<file path="src/rtl/burst_col_seq.sv">
module burst_col_seq #(
  parameter int COL_W = 10
) (
  input  logic             clk,
  input  logic             rst_n,
  input  logic             start_i,
  input  logic             stop_i,
  input  logic             wr_i,
  input  logic [COL_W-1:0] start_col_i,
  input  logic [2:0]       len_code_i,
  input  logic             ilv_i,
  input  logic             wr_single_i,
  output logic [COL_W-1:0] col_o,
  output logic             valid_o,
  output logic             done_o
);

  logic             active_q, full_q, ilv_q;
  logic [COL_W-1:0] base_q, beat_q, mask_q;
  logic [COL_W-1:0] mask_d;
  logic             full_d;
  logic [2:0]       code_eff;

  assign code_eff = (wr_i && wr_single_i) ? 3'd0 : len_code_i;

  always_comb begin
    full_d = 1'b0;
    case (code_eff)
      3'd1:    mask_d = COL_W'(1);
      3'd2:    mask_d = COL_W'(3);
      3'd3:    mask_d = COL_W'(7);
      3'd7:    begin mask_d = '1; full_d = 1'b1; end
      default: mask_d = '0;
    endcase
  end

  always_ff @(posedge clk) begin
    if (!rst_n) begin
      active_q <= 1'b0;
      full_q   <= 1'b0;
      ilv_q    <= 1'b0;
      base_q   <= '0;
      beat_q   <= '0;
      mask_q   <= '0;
    end else if (start_i) begin
      active_q <= 1'b1;
      full_q   <= full_d;
      ilv_q    <= ilv_i;
      base_q   <= start_col_i;
      beat_q   <= '0;
      mask_q   <= mask_d;
    end else if (stop_i || done_o) begin
      active_q <= 1'b0;
    end else if (active_q) begin
      beat_q   <= beat_q + 1'b1;
    end
  end

  logic [COL_W-1:0] seq_col, ilv_col;
  assign seq_col = (base_q & ~mask_q) | ((base_q + beat_q) & mask_q);
  assign ilv_col = base_q ^ beat_q;

  assign col_o   = full_q ? (base_q + beat_q) : (ilv_q ? ilv_col : seq_col);
  assign valid_o = active_q;
  assign done_o  = active_q && !full_q && (beat_q == mask_q);

  p_reset_idle_r1: assert property (@(posedge clk)
    !rst_n |=> !valid_o && !done_o);

  p_first_col_r2: assert property (@(posedge clk) disable iff (!rst_n)
    start_i |=> valid_o && col_o == $past(start_col_i));

  p_fullpage_nodone_r6: assert property (@(posedge clk) disable iff (!rst_n)
    (valid_o && full_q) |-> !done_o);

  p_stop_ends_r7: assert property (@(posedge clk) disable iff (!rst_n)
    (stop_i && !start_i) |=> !valid_o);

  p_done_last_r9: assert property (@(posedge clk) disable iff (!rst_n)
    (done_o && !start_i) |=> !valid_o);

  p_done_valid_r9: assert property (@(posedge clk) disable iff (!rst_n)
    done_o |-> valid_o);

  p_beat_step_r4: assert property (@(posedge clk) disable iff (!rst_n)
    (valid_o && !done_o && !start_i && !stop_i) |=> valid_o && col_o[0] != $past(col_o[0]));

endmodule

</file>
<file path="config.mk">
export PLATFORM = sky130hd
export DESIGN_NAME = burst_col_seq
export DESIGN_NICKNAME = d
export VERILOG_FILES = /design/src/rtl/burst_col_seq.sv
export SDC_FILE = /design/constraint.sdc
export NUM_CORES = 1
export LEC_CHECK = 0
export ABC_AREA = 1
export BUFFER_PORTS_ARGS = -buffer_cell sky130_fd_sc_hd__buf_2
export CORE_MARGIN = 3
export CORE_UTILIZATION = 50
export CTS_BUF_LIST = sky130_fd_sc_hd__clkbuf_4
export CTS_CLUSTER_SIZE = 14
export DETAILED_ROUTE_END_ITERATION = 8
export PLACE_DENSITY_LB_ADDON = 0.05
export SLEW_MARGIN = 20
export SYNTH_ARGS = -nofsm -noshare
export SYNTH_HDL_FRONTEND = slang
export SYNTH_SLANG_ARGS = --single-unit
</file>
<file path="constraint.sdc">
create_clock -name clk -period 4.3 [get_ports clk]
set_input_delay 0.86 -clock clk [delete_from_list [all_inputs] [get_ports clk]]
set_output_delay 0.86 -clock clk [all_outputs]
set_load 0.01 [all_outputs]
</file>
Word-level counts from Yosys, hierarchy flattened
Cells that the tools add are included.

Word-level logic and storage cells: 35. Output and inout port bits: 12. Flip-flop bits (word level): 33. Bits of input ports: 20.

Multiplexer cells: 7. Equality and inequality tests: 5. Bitwise logic cells: 7. Reductions and logical operators: 8. Add/sub/neg operators: 2.

Operators with widths (number): one-hot mux 10 bit (4 select lines) (1); AND 10 bit (2); two-way mux 10 bit (2); adder 10 x 1 -> 10 bit, second input constant (1); adder 10 bit (1); == test 10 bit (1); inverter 10 bit (1); OR 10 bit (1); XOR 10 bit (1); == test 3 x 2 -> 1 bit, second input constant (2); == test 3 x 1 -> 1 bit, second input constant (1); == test 3 bit, second input constant (1); logical AND 1 bit (3); two-way mux 1 bit (3); two-way mux 3 bit (1); inverter 1 bit (2); AND reduction 2 bit (1); nonzero test 2 bit (1); OR reduction 2 bit (1); zero test 1 bit (1); logical OR 1 bit (1).

Logic depth before layout (Yosys ltp)
Gate-level depths: netlist of run 1.

Depth after elaboration: 6. Mapped depth: 10. Depth with buffers taken out: 10.

Worst setup path before layout of run 1
OpenSTA, ideal clock, no wires.

Path type: register to output. Start: register beat_q[0]. End: output col_o[6]. Arrival time: 1594 ps. Cell stages (with the launch flop): 10. Slack: 1846 ps. Path through: dfxtp_1 -> ha_1 -> fa_1 -> nand3_1 -> nand2_1 -> nand2_1 -> nand2_1 -> nand2_1 -> or2_2 -> nand3_1.

Word-level cells in the longest chain between the ends: 5.

Ends and longest elaborated chain: start, declared (line 19) `logic [COL_W-1:0] base_q, beat_q, mask_q;`; start signal, assigned (line 55) `beat_q <= beat_q + 1'b1;`; adder 10 bit (*) (line 60, 63); AND 10 bit (line 60) `assign seq_col = (base_q & ~mask_q) | ((base_q + beat_q) & mask_q);`; OR 10 bit (line 60); two-way mux 10 bit (line 63) `assign col_o = full_q ? (base_q + beat_q) : (ilv_q ? ilv_col : seq_col);`; two-way mux 10 bit (*) (line 63); end, declared (line 13) `output logic [COL_W-1:0] col_o,`.

Every way passes the cells marked *; elsewhere a longest branch is shown, timed or not.

Worst setup path in the final report of run 1
Ends and elaborated chain as after synthesis.

==> tab_implementation.tex, run 1 <==
\begin{tabular}{lr}
\hline
Metric & Value \\
\hline
\multicolumn{2}{l}{\textbf{Status}} \\
Run status & complete, no violations \\
\multicolumn{2}{l}{\textbf{Synth}} \\
Mean area per synthesized cell & 6.53 um2 \\
Combinational family with the most area after synthesis & simple AND/OR/NAND/NOR gates \\
Ranking of synthesized cells by area & dfxtp\_1, nand2\_1, nor2\_1 \\
Dominant register cell in the synthesized netlist & dfxtp\_1 \\
Proportion of register bits with asynchronous set or reset after synthesis & 0\% \\
Gate count of the mapped netlist & about 300 \\
Synthesized-area fraction occupied by xor and xnor cells & approximately 2.2\% \\
Simple-gate area share of the yosys netlist & 38.5\% \\
Number of enable flip-flop cells after synthesis & 0 \\
Flip-flop and latch count after synthesis & 26 \\
Adder-Cell Fraction of Synth Area & $\sim$7.4\% \\
Synthesized Nets & between 300 and 400 \\
Top-area cell type share of the netlist area & about a quarter \\
Post-synth cell types & 36 \\
Seq/Total Area, Yosys & roughly a quarter \\
Warning count from the yosys run & 0 \\
Synthesized area & between 1500 and 2000 um2 \\
Mux cell area share after synthesis & less than 1\% \\
Compound-gate portion of the synthesized area & $\sim$15\% \\
Cell taking the most area after synthesis & dfxtp\_1 \\
\multicolumn{2}{l}{\textbf{Global routing}} \\
Global routing met2 resource utilization & 35.4\% \\
Largest net degree at the start of global routing & 15 \\
Busiest grt layer & met2 \\
GR Util met3 & under 10\% \\
All-Layer GR Usage & 21.6\% \\
First-pass GRT wire length & between 7000 and 8000 um \\
Number of global-route vias before repair & roughly 1700 \\
Antenna violations before repair & 0 \\
Met1 demand-to-capacity share in global routing & a little under a third \\
Total congestion overflow after global routing & 0 \\
\multicolumn{2}{l}{\textbf{Floorplan}} \\
Die X-Extent & between 60 and 70 um \\
Placeable Area & around 3700 um2 \\
Initial core utilization & 52.9\% \\
Floorplan die height & $\sim$69 um \\
Overall die area & 4720 um2 \\
Number of primary I/O pins & 32 \\
Number of rows in the core area & 22 \\
\multicolumn{2}{l}{\textbf{Pwr}} \\
Maximum ir drop on the vdd rail & approximately 0.00015 V \\
Power per Cell Area & between 200 and 250 nW/um2 \\
Reported leakage power & about 1.1 nW \\
\multicolumn{2}{l}{\textbf{Clock network}} \\
Buffers inserted during post-CTS setup optimization & 0 \\
Cts bufs inserted & 3 \\
TritonCTS clock tree & done \\
Max H-tree Level & 1 \\
Insertion delay to the later sink of the worst-skew pair & about 0.34 ns \\
Sinks on the clock net & 26 \\
Worst-case clock buffer depth & 2 \\
\# hold bufs at CTS & 0 \\
Library cell used as clock root buffer & clkbuf\_4 \\
Clk slew on worst S/H paths & around 0.15 ns \\
Number of resized instances in the post-cts repair step & 0 \\
\multicolumn{2}{l}{\textbf{Setup path}} \\
Data arrival time of the critical path & approximately 2.3 ns \\
R2R cell count & 8 \\
Worst reg2reg path endpoint & beat\_q[0] \\
Register-to-Register Setup Slack & between 2 and 3 ns \\
Reg2Reg Launch Point & full\_q \\
Start-to-end type of the worst setup path & register to output pin \\
Required time of the critical path & between 3 and 4 ns \\
Timing startpoint of the critical path & beat\_q[0] \\
Top fanout value on the critical path & 9 \\
Category of the worst setup path launch point & register \\
Nature of the critical path endpoint & output pin \\
Capturing instance or port of the critical path & col\_o[6] \\
\multicolumn{2}{l}{\textbf{Cells and area}} \\
Fill cell total of the finished layout & 401 \\
Area growth from synthesis to final layout & 9.87\% \\
Number of diodes added for antenna fixing & 0 \\
NumNets Final & around 360 \\
Design Area, Final & 2160 um2 \\
Multi-input gate area in the final layout & approximately 1300 um2 \\
Share of final-layout standard cells stronger than drive strength 1 & between 10\% and 20\% \\
Sequential cell area & about 520 um2 \\
Fraction of the core area covered by cells at the end of the flow & between 50\% and 60\% \\
\multicolumn{2}{l}{\textbf{Detailed routing}} \\
Number of nets still failing antenna checks after routing & 0 \\
Detailed-routing iteration count for the pre-antenna-repair pass & 4 \\
Overall routed net length & roughly 4700 um \\
Number of remaining DRC errors & 0 \\
DRC marker count from the first detailed-route iteration & around 90 \\
Via density per instance & 5.12 \\
Total number of vias & a little under 2000 \\
Routed length per placed instance & approximately 13 um \\
\multicolumn{2}{l}{\textbf{Place}} \\
Global placement routability congestion & just under 0.9 \\
Post-Place Worst Slack & 1.57 ns \\
Quantity of I/O buffers inserted on ports & 31 \\
Placement-stage cell area & about 2100 um2 \\
Dpl hpwl & 3670 um \\
\multicolumn{2}{l}{\textbf{Timing}} \\
Final critical path time including I/O delays and setup & approximately 3.1 ns \\
Share of the clock period used by the worst path after layout & between 70 and 80\% \\
Total count of hold-check failures in the final report & 0 \\
Final WS setup & 1.17 ns \\
Sum of negative setup slack & 0 ns \\
Tightest Pin Transition & between 0.5 and 0.6 ns \\
Achievable frequency & about 0.32 GHz \\
Number of max-slew violations in the final report & 0 \\
Worst setup skew after layout & roughly 0.016 ns \\
Worst slew margin relative to its limit & between 60\% and 70\% \\
Final Setup Violations & 0 \\
RSZ-0062 raised after global routing & false \\
\multicolumn{2}{l}{\textbf{Run}} \\
Max-Cap Viols & 0 \\
\multicolumn{2}{l}{\textbf{Worst hold path}} \\
HP Class & register to register \\
\hline
\end{tabular}
-- layout by cell type (no fill, tap or decap), drive strengths merged --
cell     Yosys  final
nand2       80     80
nor2        51     51
inv         36     36
buf          3     31
nand3       27     27
dfxtp       26     26
a21oi       18     18
o21ai       17     17
ha          10     10
nand3b       4      4
o22ai        4      4
xor2         4      4
nand4        4      4
o211ai       3      3
clkbuf       3      3
o221ai       2      2
o21a         1      1
and2         1      1
or2          1      1
o21bai       1      1
mux2i        1      1
xnor2        1      1
a22oi        1      1
o2111ai      1      1
fa           1      1
clkinv       0      1
-- final cells by class --
cell class	count	area share [%]
multi-input combinational	233	58.2
sequential	26	24.1
timing repair buffer	31	7.18
inverter	36	6.49
tap	48	2.78
clock buffer	3	1.04
clock inverter	1	0.174
-- critical path, stage by stage (launching register included) --
cell and delay (ns):
dfxtp_1 0.53, ha_1 0.28, fa_1 0.24, nand3_1 0.11
nand2_1 0.13, nand2_1 0.06, nand2_1 0.06, nand2_1 0.06
or2_2 0.29, nand3_1 0.06, buf_2 0.12
-- cell usage after synthesis, drive strengths merged (2+ instances only) --
| cell | instances |
|---|---|
| xor2 | 4 |
| clkbuf | 3 |
| ha | 10 |
| buf | 3 |
| inv | 36 |
| o221ai | 2 |
| dfxtp | 26 |
| nand3b | 4 |
| nand4 | 4 |
| nand2 | 80 |
| o21ai | 17 |
| o211ai | 3 |
| a21oi | 18 |
| o22ai | 4 |
| nor2 | 51 |
| nand3 | 27 |
-- cells by family (layout without fill, tap and decap cells) --
family                     Yosys count  in the layout
AOI/OAI and AO/OA                   48             48
xor gates and xnor gates             5              5
adders and majority gates           11             11
buffers and inverters               42             71
DFF                                 26             26
muxes                                1              1
and+or+nand+nor                    168            168
-- state kept, by name, indices dropped and copies added, names as in the netlist --
register / cells
beat_q: 10
full_q: 1
ilv_q: 1
mask_q: 3
valid_o: 1
base_q: 10
-- metrics by stage --
step | total power [W] | hold slack [ns] | std cells
4_1_cts | 0.000477 | 0.505 | 378
3_5_place_dp | 0.000371 | 0.484 | 374
3_3_place_gp | 0.000370 | 0.473 | 374
5_1_grt | 0.000503 | 0.553 | 378
2_1_floorplan | 0.000336 | 0.460 | 301
6_report | 0.000477 | 0.498 | 378
-- where the power goes --
part	total [W]	internal (W)	switching [W]
Sequential	0.000262	0.000251	0.0000112
Combinational	0.000104	0.0000408	0.0000636
Clock	0.000110	0.0000342	0.0000762
-- metal layers --
layer	vias up	part of all wire [%]
met4	0	0.86
met1	851	51
met2	36	44
met3	4	4.6
li1	1046	-
met5	-	0
-- worst min path at each step --
stage	startpoint	to	slack, ns	depth (start not counted)
after CTS	ilv_q	ilv_q	0.50	2
final	ilv_q	ilv_q	0.50	2
after floorplan	ilv_q	ilv_q	0.46	2
after detailed placement	ilv_q	ilv_q	0.48	2
after global placement	ilv_q	ilv_q	0.47	2
after global routing	ilv_q	ilv_q	0.55	2
Note: power is estimated with default switching activity, not from simulation.
==> run 2: changes to the inputs <==
Clock period 4.3 ns to 3.03 ns, I/O delays scaled along.
==> run 2 against run 1 <==
Against the previous run:
- count of clock-buffer cells in the layout did not move
- sequential power increased by 42%
- register-to-register slack lost 1.3 ns
- flip-flop and latch count unchanged
- first-iteration DRC count up 3.3%
- design area unchanged
- worst setup slack lost 1.0 ns
- die area unchanged
- largest cell class unchanged
- highest routed layer unchanged
==> tab_implementation.tex, run 2 (same netlist as run 1, synthesis figures left out) <==
\begin{tabular}{lr}
\hline
Metric & Value \\
\hline
\multicolumn{2}{l}{\textbf{Cells and area}} \\
NumNets Final & 362 (unchanged) \\
Fill cell total of the finished layout & 394 (-1.7\%) \\
Area growth from synthesis to final layout & 9.87\% (unchanged) \\
Share of final-layout standard cells stronger than drive strength 1 & 18.5\% (unchanged) \\
Number of diodes added for antenna fixing & 0 (unchanged) \\
Biggest regs & base\_q: 10 flops, beat\_q: 10 flops, mask\_q: 3 flops \\
Top library cells by usage in the layout, fill and taps aside & nand2\_1, nor2\_1, inv\_1, buf\_2 \\
Most frequent standard cell in the layout excluding fill and tap cells & nand2\_1 \\
\multicolumn{2}{l}{\textbf{Timing}} \\
Worst setup skew after layout & 0.0179 ns (+0.00242 ns) \\
Worst slew margin relative to its limit & 62.1\% (-1.3 points) \\
Achievable frequency & $\sim$0.35 GHz \\
Share of the clock period used by the worst path after layout & between 90\% and 100\% \\
Tightest Pin Transition & 0.566 ns (+0.0192 ns) \\
Total count of hold-check failures in the final report & 0 (unchanged) \\
Sum of negative setup slack & 0 ns (unchanged) \\
Final Setup Violations & 0 (unchanged) \\
Worst hold slack & 0.491 ns (-0.00653 ns) \\
RSZ-0062 raised after global routing & false \\
Final critical path time including I/O delays and setup & 2.89 ns \\
Number of max-slew violations in the final report & 0 (unchanged) \\
\multicolumn{2}{l}{\textbf{Setup path}} \\
Start-to-end type of the worst setup path & register to output pin \\
Data arrival time of the critical path & 2.28 ns (about the same) \\
Top fanout value on the critical path & 9 (unchanged) \\
Cell family with most CP delay & simple AND/OR/NAND/NOR gates \\
Category of the worst setup path launch point & register \\
Depth of the critical timing path with buffers and inverters included & 10 (unchanged) \\
R2R cell count & 8 (unchanged) \\
Crit-path most repeated cell & nand2\_1 \\
Largest stage delay, worst path & 0.53 ns (about the same) \\
Cell chain of the critical path & ha\_1 -> fa\_1 -> nand3\_1 -> nand2\_1 -> nand2\_1 -> nand2\_1 -> nand2\_1 -> or2\_2 -> nand3\_1 -> buf\_2 \\
Slowest library cell on the worst path & dfxtp\_1 \\
Required time of the critical path & 2.42 ns (-1.02 ns) \\
Nature of the critical path endpoint & output pin \\
Worst Path Buf+Inv & 1 (unchanged) \\
\multicolumn{2}{l}{\textbf{Clock network}} \\
Buffers inserted during post-CTS setup optimization & 0 (unchanged) \\
Cts bufs inserted & 3 (unchanged) \\
Library cell used as clock root buffer & clkbuf\_4 \\
Max H-tree Level & 1 (unchanged) \\
Clk slew on worst S/H paths & 0.15 ns (about the same) \\
TritonCTS clock tree & done \\
Number of resized instances in the post-cts repair step & 0 (unchanged) \\
Insertion delay to the later sink of the worst-skew pair & 0.34 ns (about the same) \\
Sinks on the clock net & 26 (unchanged) \\
\# hold bufs at CTS & 0 (unchanged) \\
Worst-case clock buffer depth & 2 (unchanged) \\
\multicolumn{2}{l}{\textbf{Global routing}} \\
Number of global-route vias before repair & 1676 (-0.65\%) \\
First-pass GRT wire length & 7530 um (-2.9\%) \\
Antenna violations before repair & 0 (unchanged) \\
Largest net degree at the start of global routing & 15 (unchanged) \\
All-Layer GR Usage & 21.1\% (-0.55 points) \\
Total congestion overflow after global routing & 0 (unchanged) \\
\multicolumn{2}{l}{\textbf{Floorplan}} \\
Floorplan die height & 68.7 um (unchanged) \\
Die X-Extent & 68.7 um (unchanged) \\
Overall die area & 4720 um2 (unchanged) \\
Number of rows in the core area & 22 (unchanged) \\
Initial core utilization & 52.9\% (unchanged) \\
Number of primary I/O pins & 32 (unchanged) \\
Placeable Area & 3720 um2 (unchanged) \\
\multicolumn{2}{l}{\textbf{Run}} \\
Max-Cap Viols & 0 (unchanged) \\
\multicolumn{2}{l}{\textbf{Detailed routing}} \\
Overall routed net length & 4710 um (-0.67\%) \\
Number of nets still failing antenna checks after routing & 0 (unchanged) \\
Via density per instance & 5.09 (-0.67\%) \\
DRC marker count from the first detailed-route iteration & 95 (+3.3\%) \\
Detailed-routing iteration count for the pre-antenna-repair pass & 4 (unchanged) \\
Routed length per placed instance & 12.5 um (-0.67\%) \\
Total number of vias & 1924 (-0.67\%) \\
Number of remaining DRC errors & 0 (unchanged) \\
\multicolumn{2}{l}{\textbf{Place}} \\
Global placement routability congestion & 0.865 (unchanged) \\
Quantity of I/O buffers inserted on ports & 31 (unchanged) \\
Dpl hpwl & 3650 um (-0.41\%) \\
\multicolumn{2}{l}{\textbf{Pwr}} \\
Power per Cell Area & 313 nW/um2 (+42\%) \\
Reported leakage power & 1.06 nW (unchanged) \\
Maximum ir drop on the vdd rail & 0.000251 V (+64\%) \\
\multicolumn{2}{l}{\textbf{Worst hold path}} \\
HP Class & primary input to register \\
Hold path depth & 3 (+1) \\
\multicolumn{2}{l}{\textbf{Status}} \\
Run status & complete, no violations \\
\hline
\end{tabular}
==> run 2: cell counts in the layout (fill, tap and decap cells not counted) <==
Identical to the previous run, type by type.
==> run 2: final timing paths <==
| kind | start | slack, ns | to |
|---|---|---|---|
| max | beat_q[0] | 0.14 | col_o[6] |
| min reg2reg | ilv_q | 0.50 | ilv_q |
| max reg2reg | full_q | 1.43 | beat_q[0] |
| min | start_col_i[9] | 0.49 | base_q[9] |
==> run 2: area by class of cell <==
class | instances | area [um2] | share of cell area, %
repair buffers | 31 | 155 | 7.18
clock buffers | 3 | 22.5 | 1.04
multi-input cells | 233 | 1260 | 58.2
inverters | 36 | 140 | 6.49
flip-flops and latches | 26 | 520 | 24.1
clock inverters | 1 | 3.75 | 0.174
well taps | 48 | 60.1 | 2.78
==> run 2: worst min-delay path, delay by kind of cell <==
family / cells / cell delay (ns)
buffers and inverters: 1 / 0.07
and+or+nand+nor: 2 / 0.11
==> run 2: routing by layer <==
metal	GRT usage (%)	vias up	share of wire, %
li1	-	1048	-
met1	28.2	836	51
met2	36.0	35	44
met3	2.43	5	4.0
met4	5.11	0	1.0
met5	0	-	0
==> run 2: per-stage QoR <==
stage          power, W  utilization (%)  cells  area [um2]  setup WS (ns)
5_1_grt        0.000713             58.1    378        2160       0.000928
3_5_place_dp   0.000526             57.4    374        2130          0.543
2_1_floorplan  0.000477                -    301        1970          0.830
4_1_cts        0.000679             58.1    378        2160          0.143
3_3_place_gp   0.000526             57.4    374        2130          0.603
6_report       0.000677             58.1    378        2160          0.140
==> run 2: where the power goes <==
part / switching [W] / total [W] / internal [W]
clock network: 0.000109 / 0.000157 / 0.0000485
registers: 0.0000158 / 0.000372 / 0.000356
logic: 0.0000900 / 0.000148 / 0.0000578
==> run 3: changes to the inputs <==
Settings changed: ABC_AREA 1 to unset, CORE_UTILIZATION 50 to 55.
==> run 3 against run 2 <==
Against the previous run:
- cell count shrank 24%
- clock skew fell by 0.017 ns
- design area shrank 4.2%
- worst setup slack improved by 0.0055 ns
- via count is 13% lower
- hold slack gained 0.038 ns
- global-route usage grew 1.5 points
- core utilization grew 9.1 points
- register-to-register slack got worse by 0.18 ns
- count of clock-buffer cells in the layout is the same
- largest cell class unchanged
- highest routed layer unchanged
==> tab_implementation.tex, run 3 <==
\begin{tabular}{lr}
\hline
Metric & Value \\
\hline
\multicolumn{2}{l}{\textbf{Synth}} \\
Seq/Total Area, Yosys & 29.1\% (+2.6 points) \\
Top-area cell type share of the netlist area & 29.1\% (+2.6 points) \\
Proportion of register bits with asynchronous set or reset after synthesis & 0\% (unchanged) \\
Synthesized area & 1790 um2 (-9.0\%) \\
Mean area per synthesized cell & 8.43 um2 (+29\%) \\
Flip-flop and latch count after synthesis & 26 (unchanged) \\
Gate count of the mapped netlist & 212 (-30\%) \\
Dominant register cell in the synthesized netlist & dfxtp\_1 \\
Cell with the most instances after synthesis & dfxtp\_1 \\
Number of enable flip-flop cells after synthesis & 0 (unchanged) \\
Cell types with the highest counts after synthesis & dfxtp\_1, nor2b\_1, mux2i\_1, nor2\_1 \\
Ranking of synthesized cells by area & dfxtp\_1, mux2i\_1, ha\_1 \\
Post-synth cell types & 42 (+17\%) \\
Warning count from the yosys run & 0 (unchanged) \\
Synthesized Nets & 243 (-27\%) \\
Cell taking the most area after synthesis & dfxtp\_1 \\
\multicolumn{2}{l}{\textbf{Floorplan}} \\
Number of rows in the core area & 20 (-9.1\%) \\
Initial core utilization & 58.1\% (+5.2 points) \\
Floorplan die height & 63.0 um (-8.3\%) \\
Placeable Area & 3080 um2 (-17\%) \\
Die X-Extent & 63.0 um (-8.3\%) \\
Overall die area & 3970 um2 (-16\%) \\
Number of primary I/O pins & 32 (unchanged) \\
\multicolumn{2}{l}{\textbf{Clock network}} \\
Sinks on the clock net & 26 (unchanged) \\
TritonCTS clock tree & done \\
Clk slew on worst S/H paths & 0.14 ns (about the same) \\
Library cell used as clock root buffer & clkbuf\_4 \\
Cts bufs inserted & 3 (unchanged) \\
Max H-tree Level & 1 (unchanged) \\
\# hold bufs at CTS & 0 (unchanged) \\
Buffers inserted during post-CTS setup optimization & 0 (unchanged) \\
Worst-case clock buffer depth & 2 (unchanged) \\
Insertion delay to the later sink of the worst-skew pair & 0.32 ns (-0.02 ns) \\
\multicolumn{2}{l}{\textbf{Timing}} \\
Final WS setup & 0.145 ns (+0.00548 ns) \\
Tightest Pin Transition & 0.842 ns (+0.276 ns) \\
Achievable frequency & 0.347 GHz (+0.19\%) \\
Share of the clock period used by the worst path after layout & 95.2\% (-0.18 points) \\
Worst setup skew after layout & 0.000613 ns (-0.0173 ns) \\
Final critical path time including I/O delays and setup & 2.88 ns (-0.00548 ns) \\
Worst slew margin relative to its limit & 43.4\% (-19 points) \\
RSZ-0062 raised after global routing & false \\
Worst hold slack & 0.529 ns (+0.0381 ns) \\
Final Setup Violations & 0 (unchanged) \\
Sum of negative setup slack & 0 ns (unchanged) \\
Number of max-slew violations in the final report & 0 (unchanged) \\
Total count of hold-check failures in the final report & 0 (unchanged) \\
\multicolumn{2}{l}{\textbf{Pwr}} \\
Reported leakage power & 0.868 nW (-18\%) \\
Power per Cell Area & 356 nW/um2 (+13\%) \\
Final Total Pwr & 0.000736 W (+8.7\%) \\
Maximum ir drop on the vdd rail & 0.000413 V (+65\%) \\
\multicolumn{2}{l}{\textbf{Cells and area}} \\
Number of diodes added for antenna fixing & 0 (unchanged) \\
Most frequent standard cell in the layout excluding fill and tap cells & buf\_2 \\
Top library cells by usage in the layout, fill and taps aside & buf\_2, dfxtp\_1, nor2b\_1, nor2\_1, mux2i\_1 \\
Biggest regs & base\_q: 10 flops, beat\_q: 10 flops, mask\_q: 3 flops \\
Area growth from synthesis to final layout & 15.7\% \\
Share of final-layout standard cells stronger than drive strength 1 & 21.8\% (+3.3 points) \\
NumNets Final & 275 (-24\%) \\
\multicolumn{2}{l}{\textbf{Setup path}} \\
Category of the worst setup path launch point & register \\
Top fanout value on the critical path & 5 (-4) \\
Required time of the critical path & 2.42 ns (about the same) \\
R2R cell count & 5 (-3) \\
Start-to-end type of the worst setup path & register to output pin \\
Data arrival time of the critical path & 2.28 ns (about the same) \\
Register-to-Register Setup Slack & 1.25 ns (-0.18 ns) \\
Worst reg2reg path endpoint & beat\_q[5] \\
Nature of the critical path endpoint & output pin \\
Reg2Reg Launch Point & mask\_q[1] \\
Capturing instance or port of the critical path & col\_o[8] \\
Timing startpoint of the critical path & beat\_q[0] \\
\multicolumn{2}{l}{\textbf{Global routing}} \\
Number of global-route vias before repair & 1605 (-4.2\%) \\
All-Layer GR Usage & 22.6\% (+1.5 points) \\
Total congestion overflow after global routing & 0 (unchanged) \\
Largest net degree at the start of global routing & 16 (+1) \\
Antenna violations before repair & 0 (unchanged) \\
First-pass GRT wire length & 7400 um (-1.8\%) \\
\multicolumn{2}{l}{\textbf{Worst hold path}} \\
HP Class & primary input to register \\
\multicolumn{2}{l}{\textbf{Detailed routing}} \\
Via density per instance & 5.86 (+15\%) \\
Routed length per placed instance & 14.7 um (+18\%) \\
Total number of vias & 1682 (-13\%) \\
Overall routed net length & 4220 um (-10\%) \\
Detailed-routing iteration count for the pre-antenna-repair pass & 4 (unchanged) \\
Number of remaining DRC errors & 0 (unchanged) \\
Number of nets still failing antenna checks after routing & 0 (unchanged) \\
DRC marker count from the first detailed-route iteration & 128 (+35\%) \\
\multicolumn{2}{l}{\textbf{Place}} \\
Dpl hpwl & 3210 um (-12\%) \\
Post-Place Worst Slack & 0.307 ns (-0.236 ns) \\
Global placement routability congestion & 0.944 (+9.1\%) \\
Quantity of I/O buffers inserted on ports & 31 (unchanged) \\
\multicolumn{2}{l}{\textbf{Status}} \\
Run status & complete, no violations \\
\multicolumn{2}{l}{\textbf{Run}} \\
Max-Cap Viols & 0 (unchanged) \\
\hline
\end{tabular}
==> run 3: cell types whose count changed after synthesis, moves of 13 or more <==
cell | previous run | this run
nor2_1 | 47 | 14
nor2b_1 | 0 | 19
nand2_1 | 70 | 13
nand3_1 | 26 | 5
inv_1 | 33 | 6
mux2i_1 | 1 | 14
==> run 3: routing by layer <==
layer	global-route usage, %	vias up	part of all wire (%)
met5	0	-	0
met4	3.31	0	1.3
met3	4.86	6	6.2
met2	37.9	52	47
met1	30.2	783	45
li1	-	841	-
==> run 3: repair_timing <==
| item | 4_1_cts | 5_1_grt |
|---|---|---|
| pin swaps | 0 | 1 |
| gates resized for setup | 1 | 7 |
| cloned | 0 | 0 |
| endpoints found under the setup margin | 2 | 5 |
==> run 3: critical path, stage by stage, from the launching register on <==
cell and delay [ns]:
dfxtp_1 0.39, ha_1 0.26, fa_2 0.41, a21oi_4 0.19, o211ai_1 0.12, a31oi_1 0.21
xor2_1 0.15, o21ai_0 0.08, buf_2 0.14
==> run 3: layout make-up <==
| class | count | area [um2] |
|---|---|---|
| clock buffer | 3 | 22.5 |
| clock inverter | 1 | 30.0 |
| fill | 277 | 1010 |
| inverter | 6 | 22.5 |
| multi-input combinational | 173 | 1240 |
| sequential | 26 | 522 |
| tap | 44 | 55.1 |
| timing repair buffer | 34 | 178 |
==> run 3: worst min-delay path by stage <==
stage	from	end	slack, ns	depth (start not counted)
2_1_floorplan	mask_q[0]	mask_q[0]	0.50	1
3_3_place_gp	base_q[9]	base_q[9]	0.52	2
3_5_place_dp	base_q[9]	base_q[9]	0.53	2
4_1_cts	start_col_i[5]	base_q[5]	0.52	3
5_1_grt	start_col_i[5]	base_q[5]	0.53	3
6_report	start_col_i[5]	base_q[5]	0.53	3
==> run 3: kinds of logic (layout without fill, tap and decap cells) <==
kind of cell	after synthesis	after routing	share of synthesized area, %
AO/OA/AOI/OAI	57	57	21.1
adder cells (fa/ha/maj)	11	11	8.12
AND/OR/NAND/NOR	75	75	22.9
multiplexers	16	16	9.10
buffers and inverters	13	44	2.87
XOR/XNOR	14	14	6.86
flip-flops	26	26	29.1
==> run 3: through the flow <==
step	instance area (um2)	utilization [%]	std cells
6_report	2070	67.2	287
5_1_grt	2070	67.2	287
4_1_cts	2050	66.5	287
3_5_place_dp	1990	64.7	283
3_3_place_gp	1990	64.7	283
2_1_floorplan	1790	-	212
==> run 3: power breakdown <==
part | internal (W) | total [W] | switching, W
clock network | 0.000134 | 0.000240 | 0.000106
logic | 0.0000611 | 0.000128 | 0.0000671
registers | 0.000354 | 0.000367 | 0.0000133
